<file path="src/rtl/ldst_order_q.sv">
module ldst_order_q #(
  parameter int AW    = 32,
  parameter int DW    = 32,
  parameter int DEPTH = 8
) (
  input  logic          clk,
  input  logic          rst_n,
  input  logic          ld_push,
  input  logic [AW-1:0] ld_addr,
  output logic          ld_full,
  input  logic          st_push,
  input  logic [AW-1:0] st_addr,
  output logic          st_full,
  input  logic          sd_push,
  input  logic [DW-1:0] sd_data,
  output logic          sd_full,
  input  logic          mem_ready,
  output logic          mem_valid,
  output logic          mem_is_store,
  output logic [AW-1:0] mem_addr,
  output logic [DW-1:0] mem_data
);
  localparam int PW = $clog2(DEPTH);
  localparam int CW = PW + 1;

  logic [AW-1:0] lq_a [DEPTH];
  logic [CW-1:0] lq_snap [DEPTH];
  logic [AW-1:0] sq_a [DEPTH];
  logic [DW-1:0] dq [DEPTH];
  logic [CW-1:0] lrd, lwr, srd, swr, drd, dwr;

  logic [CW-1:0] lcnt, scnt, dcnt, n_older, p;
  logic          hit, ld_ok, st_ok, ld_go, st_go;

  assign lcnt    = lwr - lrd;
  assign scnt    = swr - srd;
  assign dcnt    = dwr - drd;
  assign ld_full = lcnt == CW'(DEPTH);
  assign st_full = scnt == CW'(DEPTH);
  assign sd_full = dcnt == CW'(DEPTH);

  // number of pending stores older than the head load
  assign n_older = lq_snap[lrd[PW-1:0]] - srd;

  always_comb begin
    hit = 1'b0;
    p   = '0;
    for (int i = 0; i < DEPTH; i++) begin
      p = srd + CW'(i);
      if (CW'(i) < n_older && sq_a[p[PW-1:0]] == lq_a[lrd[PW-1:0]])
        hit = 1'b1;
    end
  end

  assign ld_ok = (lcnt != '0) && !hit;
  assign st_ok = (scnt != '0) && (dcnt != '0);
  assign ld_go = mem_ready && ld_ok;
  assign st_go = mem_ready && st_ok && !ld_ok;

  assign mem_valid    = ld_go || st_go;
  assign mem_is_store = st_go;
  assign mem_addr     = st_go ? sq_a[srd[PW-1:0]] : lq_a[lrd[PW-1:0]];
  assign mem_data     = st_go ? dq[drd[PW-1:0]] : '0;

  always_ff @(posedge clk) begin
    if (!rst_n) begin
      lrd <= '0; lwr <= '0;
      srd <= '0; swr <= '0;
      drd <= '0; dwr <= '0;
    end else begin
      if (ld_push && !ld_full) lwr <= lwr + 1'b1;
      if (st_push && !st_full) swr <= swr + 1'b1;
      if (sd_push && !sd_full) dwr <= dwr + 1'b1;
      if (ld_go) lrd <= lrd + 1'b1;
      if (st_go) begin
        srd <= srd + 1'b1;
        drd <= drd + 1'b1;
      end
    end
  end

  always_ff @(posedge clk) begin
    if (ld_push && !ld_full) begin
      lq_a[lwr[PW-1:0]]    <= ld_addr;
      lq_snap[lwr[PW-1:0]] <= swr;
    end
    if (st_push && !st_full) sq_a[swr[PW-1:0]] <= st_addr;
    if (sd_push && !sd_full) dq[dwr[PW-1:0]]   <= sd_data;
  end

  assert_issue_ready_R8: assert property (@(posedge clk) disable iff (!rst_n)
    mem_valid |-> mem_ready);

  assert_store_data_R6: assert property (@(posedge clk) disable iff (!rst_n)
    (mem_valid && mem_is_store) |-> (dcnt != '0));

  assert_full_hold_R9: assert property (@(posedge clk) disable iff (!rst_n)
    (ld_full && !(mem_valid && !mem_is_store)) |=> ld_full);

  assert_sd_full_hold_R9: assert property (@(posedge clk) disable iff (!rst_n)
    (sd_full && !(mem_valid && mem_is_store)) |=> sd_full);

  // stores never overtake a pending load (R10 snapshot ordering)
  assert_snap_bound_R10: assert property (@(posedge clk) disable iff (!rst_n)
    (lcnt != '0) |-> (n_older <= scnt));
endmodule

</file>
<file path="config.mk">
export PLATFORM = sky130hd
export DESIGN_NAME = ldst_order_q
export DESIGN_NICKNAME = d
export VERILOG_FILES = /design/src/rtl/ldst_order_q.sv
export SDC_FILE = /design/constraint.sdc
export NUM_CORES = 1
export LEC_CHECK = 0
export CAP_MARGIN = 10
export CORE_ASPECT_RATIO = 1.2
export CORE_MARGIN = 10
export CORE_UTILIZATION = 30
export CTS_BUF_LIST = sky130_fd_sc_hd__clkbuf_8 sky130_fd_sc_hd__clkbuf_16
export CTS_CLUSTER_DIAMETER = 200
export DETAILED_ROUTE_END_ITERATION = 12
export DONT_BUFFER_PORTS = 1
export PLACE_DENSITY = 0.4
export SKIP_LAST_GASP = 1
export SYNTH_ARGS = -nofsm -noshare
export SYNTH_HDL_FRONTEND = slang
export SYNTH_SLANG_ARGS = --single-unit
export TNS_END_PERCENT = 50
</file>
<file path="constraint.sdc">
create_clock -name clk -period 19.15 [get_ports clk]
set_input_delay 3.83 -clock clk [delete_from_list [all_inputs] [get_ports clk]]
set_output_delay 3.83 -clock clk [all_outputs]
set_load 0.03 [all_outputs]
</file>
---- Yosys cells after proc, flatten, opt, wreduce, memory -nomap -nowiden ----
Memory sizes are Yosys's and may differ from the RTL's. A register that Yosys moved wholly into a read port is not among the register bits.
Cells that the tools add are included.
word-level totals
  flip-flop bits (word level) ............. 24
  bits in writable memories ............... 800
  memories ................................ 4
memory list
  name     depth  bits a word  read ports  clocked after Yosys merged registers in  write ports  line  source
  dq       8      32           1           1                                        1            29    logic [DW-1:0] dq [DEPTH];
  lq_a     8      32           1           1                                        1            26    logic [AW-1:0] lq_a [DEPTH];
  sq_a     8      32           8           1                                        1            28    logic [AW-1:0] sq_a [DEPTH];
  lq_snap  8      4            1           1                                        1            27    logic [CW-1:0] lq_snap [DEPTH];
cells by class
  reduce and logical (&&, ||, !) cells .... 25
  mux-type cells .......................... 24
  $add $sub $neg .......................... 16
  magnitude comparators ................... 8
  eq/ne operators ......................... 11
operator list
  kind                                               count
  == test 32 bit                                     8
  two-way mux 32 bit                                 2
  adder 4 x 1 -> 4 bit, second input constant        6
  two-way mux 3 bit                                  8
  logical AND 1 bit                                  16
  < comparator 3 x 4 -> 1 bit, first input constant  4
  subtractor 4 bit                                   4
  two-way mux 1 bit                                  14
  adder 3 bit, second input constant                 4
  == test 4 bit, second input constant               3
  nonzero test 4 bit                                 3
  < comparator 1 x 4 -> 1 bit, first input constant  2
  < comparator 2 x 4 -> 1 bit, first input constant  2
  adder 3 x 2 -> 3 bit, second input constant        2
  logical NOT 1 bit                                  5
  logical OR 1 bit                                   1

---- Depth between registers and ports, before layout ----
  depth in word-level cells ............... 17
  gate-level depth with buffers ........... 26
  gate-level depth less buffers ........... 14

---- Worst setup path before layout ----
OpenSTA, ideal clock, no wires.
  path type ............................... input port to output port
  from .................................... in mem_ready
  to ...................................... out mem_addr[22]
  path slack .............................. 9.793 ns
  data arrival time ....................... 5.527 ns
  stages on the path ...................... 6
  path through ............................ inv_1 > a221o_1 > or3_4 > nand2_4 > buf_12 > mux2i_1
on the way
  cells in the longest elaborated chain, start to end .. 3
ends and longest elaborated chain
  item                             line  source
  from (decl)                      17    input logic mem_ready,
  logical AND 1 bit (2 in series)  58    assign st_go = mem_ready && st_ok && !ld_ok;
  named net mem_is_store           19    output logic mem_is_store,
  two-way mux 32 bit               62    assign mem_addr = st_go ? sq_a[srd[PW-1:0]] : lq_a[lrd[PW-1:0]];
  to (decl)                        20    output logic [AW-1:0] mem_addr,
The timed path passes the listed nets, and every way through them passes these cells.

---- Final worst setup path ----
  from .................................... reg srd[1]
  to ...................................... out mem_addr[6]
on the way
  cells in the longest elaborated chain, start to end .. 16
  elaborated cells on any way between the ends .. 49
  those cells by class .................... add/sub (9); order compare (8); eq/ne (7); mux (9); reduce/logical (15); memory (1)
ends and longest elaborated chain
  item                                                                       line  source
  from (decl)                                                                30    logic [CW-1:0] lrd, lwr, srd, swr, drd, dwr;
  from (signal assigned)                                                     76    srd <= srd + 1'b1;
  adder 4 x 1 -> 4 bit / subtractor 4 bit (equally long branches)            -
  memory (8 x 32 bit) / < comparator 1 x 4 -> 1 bit (equally long branches)  -
  == test 32 bit / logical AND 1 bit (equally long branches)                 50    if (CW'(i) < n_older && sq_a[p[PW-1:0]] == lq_a[lrd[PW-1:0]])
  logical AND 1 bit / two-way mux 1 bit (equally long branches)              50
  two-way mux 1 bit (7 in series)                                            50
  logical NOT 1 bit                                                          55    assign ld_ok = (lcnt != '0) && !hit;
  logical AND 1 bit                                                          55
  logical NOT 1 bit                                                          58
  logical AND 1 bit *                                                        58
  named net mem_is_store                                                     19
  two-way mux 32 bit *                                                       62
Mark *: on every way through the listed nets, which the timed path passes. The rest lies on a longest branch.

==> results.md <==
- Outcome: complete, no violations
- Clock Root Buffer: sky130_fd_sc_hd__clkbuf_16
- Post-Syn Nets: 3243
- Placement Rows: 161
- Setup repair after global routing missed its margin: false
- First-pass GRT wire length: 246 mm
- Clk sink count: 833
- Final Wtd Congestion: 0.931
- Final critical delay including setup and external delays: 13.45 ns
- Clock latency at the later pin of the worst-skew pair: 0.72 ns
- Avg Inst Size Synth: 15.5 µm²
- Final worst path period share: 0.702
- Buffers on Ports: 0
- Vert. Die Dim: 460 µm
- Post-Route Setup TNS: 0 ns
- Placed wire-length estimate: 116 mm
- Fraction of final layout cells sized beyond drive strength 1: 0.240
- DRC violation total after the first TritonRoute iteration: 3132
- EDFF count, synth: 800
- Wire length on met3: 12.5 mm
- Setup crit end kind: output pin
- ANT nets after route: 0
- Proportion of synthesized chip area in sequential cells: 0.511
- Met2 wirelength from detailed routing: 83.3 mm
- Relative contribution of the clock network to total power: 0.274
- Number of buffers inserted for hold repair after clock tree synthesis: 0
- Overall die width: 386 µm
- Commonest register cell after synthesis: sky130_fd_sc_hd__edfxtp_1
- Routed Wire Length: 175 mm
- Clock tree from TritonCTS: built
- Placed Instances: 5080
- Slew Limit Headroom: 0.223
- Count of warnings emitted by yosys: 0
- Antenna violations before repair: 5
- M1 wire length: 71.3 mm
- Power dissipated by switching net loads: 2570 µW
- Setup violation total in the final timing report: 0
- Combined area of the multi-input logic cells: 22400 µm²
- Post-CTS Setup Repair Bufs: 0
- Final standard cell count with taps included and fillers excluded: 5252
- Number of synthesized register bits: 833
- Area after DPL: 50400 µm²
- Synth-to-Final Area Change: 10.8%
- Total gr overflow: 0
- Sequential fraction of design power: 0.343
- Critical path data arrival time: 9.62 ns
- Post-Route Hold Slack: 0.487 ns
- Worst min-delay path class: reg -> reg
- Number of distinct standard cells referenced by the synthesized netlist: 75
- Ports placed on the boundary: 171
- Count of mapped cells out of synthesis: 3120
- Bufs on Longest Clock Path: 3
- Uppermost metal layer occupied by signal nets: met5
- Crit-path max FO: 116
- Switching fraction of total power: 0.392
- Type of the setup path with the least slack: reg -> out
- Clock edge transition at the registers on the reported setup and hold paths: 0.06 ns
- Logic pwr share: 0.383
- Placeable core area: 160000 µm²
- Number of pins exceeding their max-slew limit in the final report: 0
- Filler instances: 15324
- Final standard cell area without fillers: 53500 µm²
- Largest net degree at the start of global routing: 117
- Quantity of gates resized following cts: 0
- H-tree lvl count: 3
- Starting density of the core: 0.302
- Vias per inst: 5.67
- CTS buffer count: 94
- VDD IR-drop max: 95.8 µV
- Total area of sequential cells: 24700 µm²
- Clock tree skew after final layout: 0.0235 ns
- Post-synthesis instance area: 48300 µm²
- DIE AREA: 177000 µm²
- Number of max-capacitance violations reported: 0
- GRT Resource Usage Total: 0.193
- Final nets: 3180
- Power density of the placed cells: 122 nW/µm²
- Final hold violation count: 0
- Detailed-route DRC error count: 0
- Post-synthesis async set-or-reset flop share: 0
- Average wire length per cell after detail routing: 33.2 µm
- Overall via count from detail_route: 29786
- Standby leakage power: 0.0163 µW
- Required time of the critical path: 15.32 ns
- Vias in the first global route: 30571
- Detailed-routing iteration count for the pre-antenna-repair pass: 6
- Startpoint type of the worst setup path: flop
- Highest clock frequency the design can meet: 0.0744 GHz
- Internal cell power: 3980 µW
- Pin slew with the least headroom to its limit: 1.16 ns
-- power groups by stage --
stage / sequential, µW / clock, µW / combinational [µW]
floorplan: 2210 / 0 / 1610
global placement: 2280 / 0 / 2520
detailed placement: 2290 / 0 / 2520
CTS: 2250 / 1850 / 2530
global route: 2260 / 1920 / 2610
finish: 2240 / 1800 / 2510
-- cells in the final DEF (no fill, tap or decap), types with 9 or more instances in the layout --
master,synthesis,layout
sky130_fd_sc_hd__mux2i_2,2,11
sky130_fd_sc_hd__edfxtp_1,800,800
sky130_fd_sc_hd__mux2i_4,20,21
sky130_fd_sc_hd__dfxtp_4,0,10
sky130_fd_sc_hd__nor2_4,0,15
sky130_fd_sc_hd__nand2b_1,16,16
sky130_fd_sc_hd__and4_1,9,9
sky130_fd_sc_hd__inv_1,18,23
sky130_fd_sc_hd__a32oi_1,49,49
sky130_fd_sc_hd__xor2_1,132,131
sky130_fd_sc_hd__bufinv_16,0,9
sky130_fd_sc_hd__and3b_1,10,10
sky130_fd_sc_hd__xnor2_1,104,103
sky130_fd_sc_hd__nor4_1,48,48
sky130_fd_sc_hd__clkinv_2,0,19
sky130_fd_sc_hd__and2_1,12,13
sky130_fd_sc_hd__mux2_2,21,21
sky130_fd_sc_hd__nand3_1,75,75
sky130_fd_sc_hd__buf_4,46,81
sky130_fd_sc_hd__nand2_1,235,235
sky130_fd_sc_hd__o22ai_1,11,11
sky130_fd_sc_hd__clkinv_1,0,29
sky130_fd_sc_hd__a31oi_1,12,12
sky130_fd_sc_hd__dfxtp_1,33,21
sky130_fd_sc_hd__clkbuf_16,0,94
sky130_fd_sc_hd__and3_1,26,26
sky130_fd_sc_hd__nand4_1,55,55
sky130_fd_sc_hd__mux4_2,416,416
sky130_fd_sc_hd__ha_1,20,18
sky130_fd_sc_hd__nor3_1,29,21
sky130_fd_sc_hd__mux2i_1,495,485
sky130_fd_sc_hd__nor3b_1,35,33
sky130_fd_sc_hd__a21oi_1,81,81
-- kinds of logic (layout without fill, tap and decap cells) --
group / Yosys count / after routing / synth area share
xor gates and xnor gates: 238 / 238 / 0.0435
DFF: 833 / 833 / 0.511
AOI/OAI and AO/OA: 205 / 205 / 0.0291
muxes: 958 / 958 / 0.314
buffers and inverters: 262 / 274 / 0.0323
adders and majority gates: 21 / 21 / 0.00560
and+or+nand+nor: 603 / 603 / 0.0648
other: 0 / 1 / 0
-- critical path, cell delays in order, from the launching register on --
cell,delay (ns)
sky130_fd_sc_hd__dfxtp_4,0.97
sky130_fd_sc_hd__inv_2,0.49
sky130_fd_sc_hd__ha_4,0.91
sky130_fd_sc_hd__buf_12,0.64
sky130_fd_sc_hd__and2_1,0.96
sky130_fd_sc_hd__buf_4,0.43
sky130_fd_sc_hd__a32oi_1,0.20
sky130_fd_sc_hd__and3_1,0.21
sky130_fd_sc_hd__nor4_1,0.48
sky130_fd_sc_hd__nand4_1,0.42
sky130_fd_sc_hd__o41ai_2,0.42
sky130_fd_sc_hd__and4b_1,0.35
sky130_fd_sc_hd__or3_4,0.62
sky130_fd_sc_hd__nand2_4,0.71
sky130_fd_sc_hd__mux2i_1,0.71
-- cell usage after synthesis (all sizes together) (7+ instances only) --
cell      n  area (µm²)
nand4    56         357
and3b    10        87.6
nand3b    8        60.1
nand2   237         900
inv      21        78.8
and3     26         163
xnor2   105         927
dfxtp    33         661
buf     194        1300
nor3     29         145
mux4    420        9470
ha       20         250
nor4     49         313
mux2i   517        5430
a21oi    83         423
nor3b    35         263
o22ai    11        68.8
nor2     22        82.6
a32oi    49         429
and4      9        78.8
nand2b   16         100
nand3    75         375
nor2b     9        56.3
edfxtp  800       24000
xor2    133        1170
and2     13        81.3
a21o      7        52.6
mux2     21         236
clkbuf   47         176
a31oi    12        75.1
-- registers in the layout (all words and copies together) (netlist names), named ones only --
name,cells
srd,4
dq,256
drd,4
lq_a,256
swr,4
sq_a,256
dwr,4
lq_snap,32
lrd,4
lwr,4
-- per-layer routing --
layer	track usage	up-vias
met1	0.246	15874
met3	0.0482	254
met5	0	-
met4	0.0785	6
li1	-	12545
met2	0.312	1107
-- layout make-up --
class                      instances  share of cell area
inverter                          21             0.00152
clock inverter                    77              0.0134
multi-input combinational       2025               0.418
timing repair buffer              82              0.0117
clock buffer                      94              0.0440
tap                             2119              0.0495
sequential                       833               0.462
antenna                            1           0.0000468
-- worst paths after layout --
| kind | slack [ns] | end | startpoint | cells after the start |
|---|---|---|---|---|
| hold / removal | 0.49 | drd[3]$_SDFFE_PN0P_ | drd[3]$_SDFFE_PN0P_ | 2 |
| setup / recovery | 5.70 | mem_addr[6] | srd[1]$_SDFFE_PN0P_ | 14 |
| setup reg to reg | 10.72 | flop | srd[1]$_SDFFE_PN0P_ | 14 |
| hold reg to reg | 0.49 | drd[3]$_SDFFE_PN0P_ | drd[3]$_SDFFE_PN0P_ | 2 |
-- metrics by stage --
step           total power, µW  worst slack (ns)   util
2_1_floorplan             3820              9.79      -
6_report                  6550              5.70  0.334
3_3_place_gp              4800              6.42  0.315
5_1_grt                   6800              5.33  0.334
4_1_cts                   6630              5.58  0.334
3_5_place_dp              4800              6.37  0.315
No activity file was read; power rests on OpenSTA's default activity.
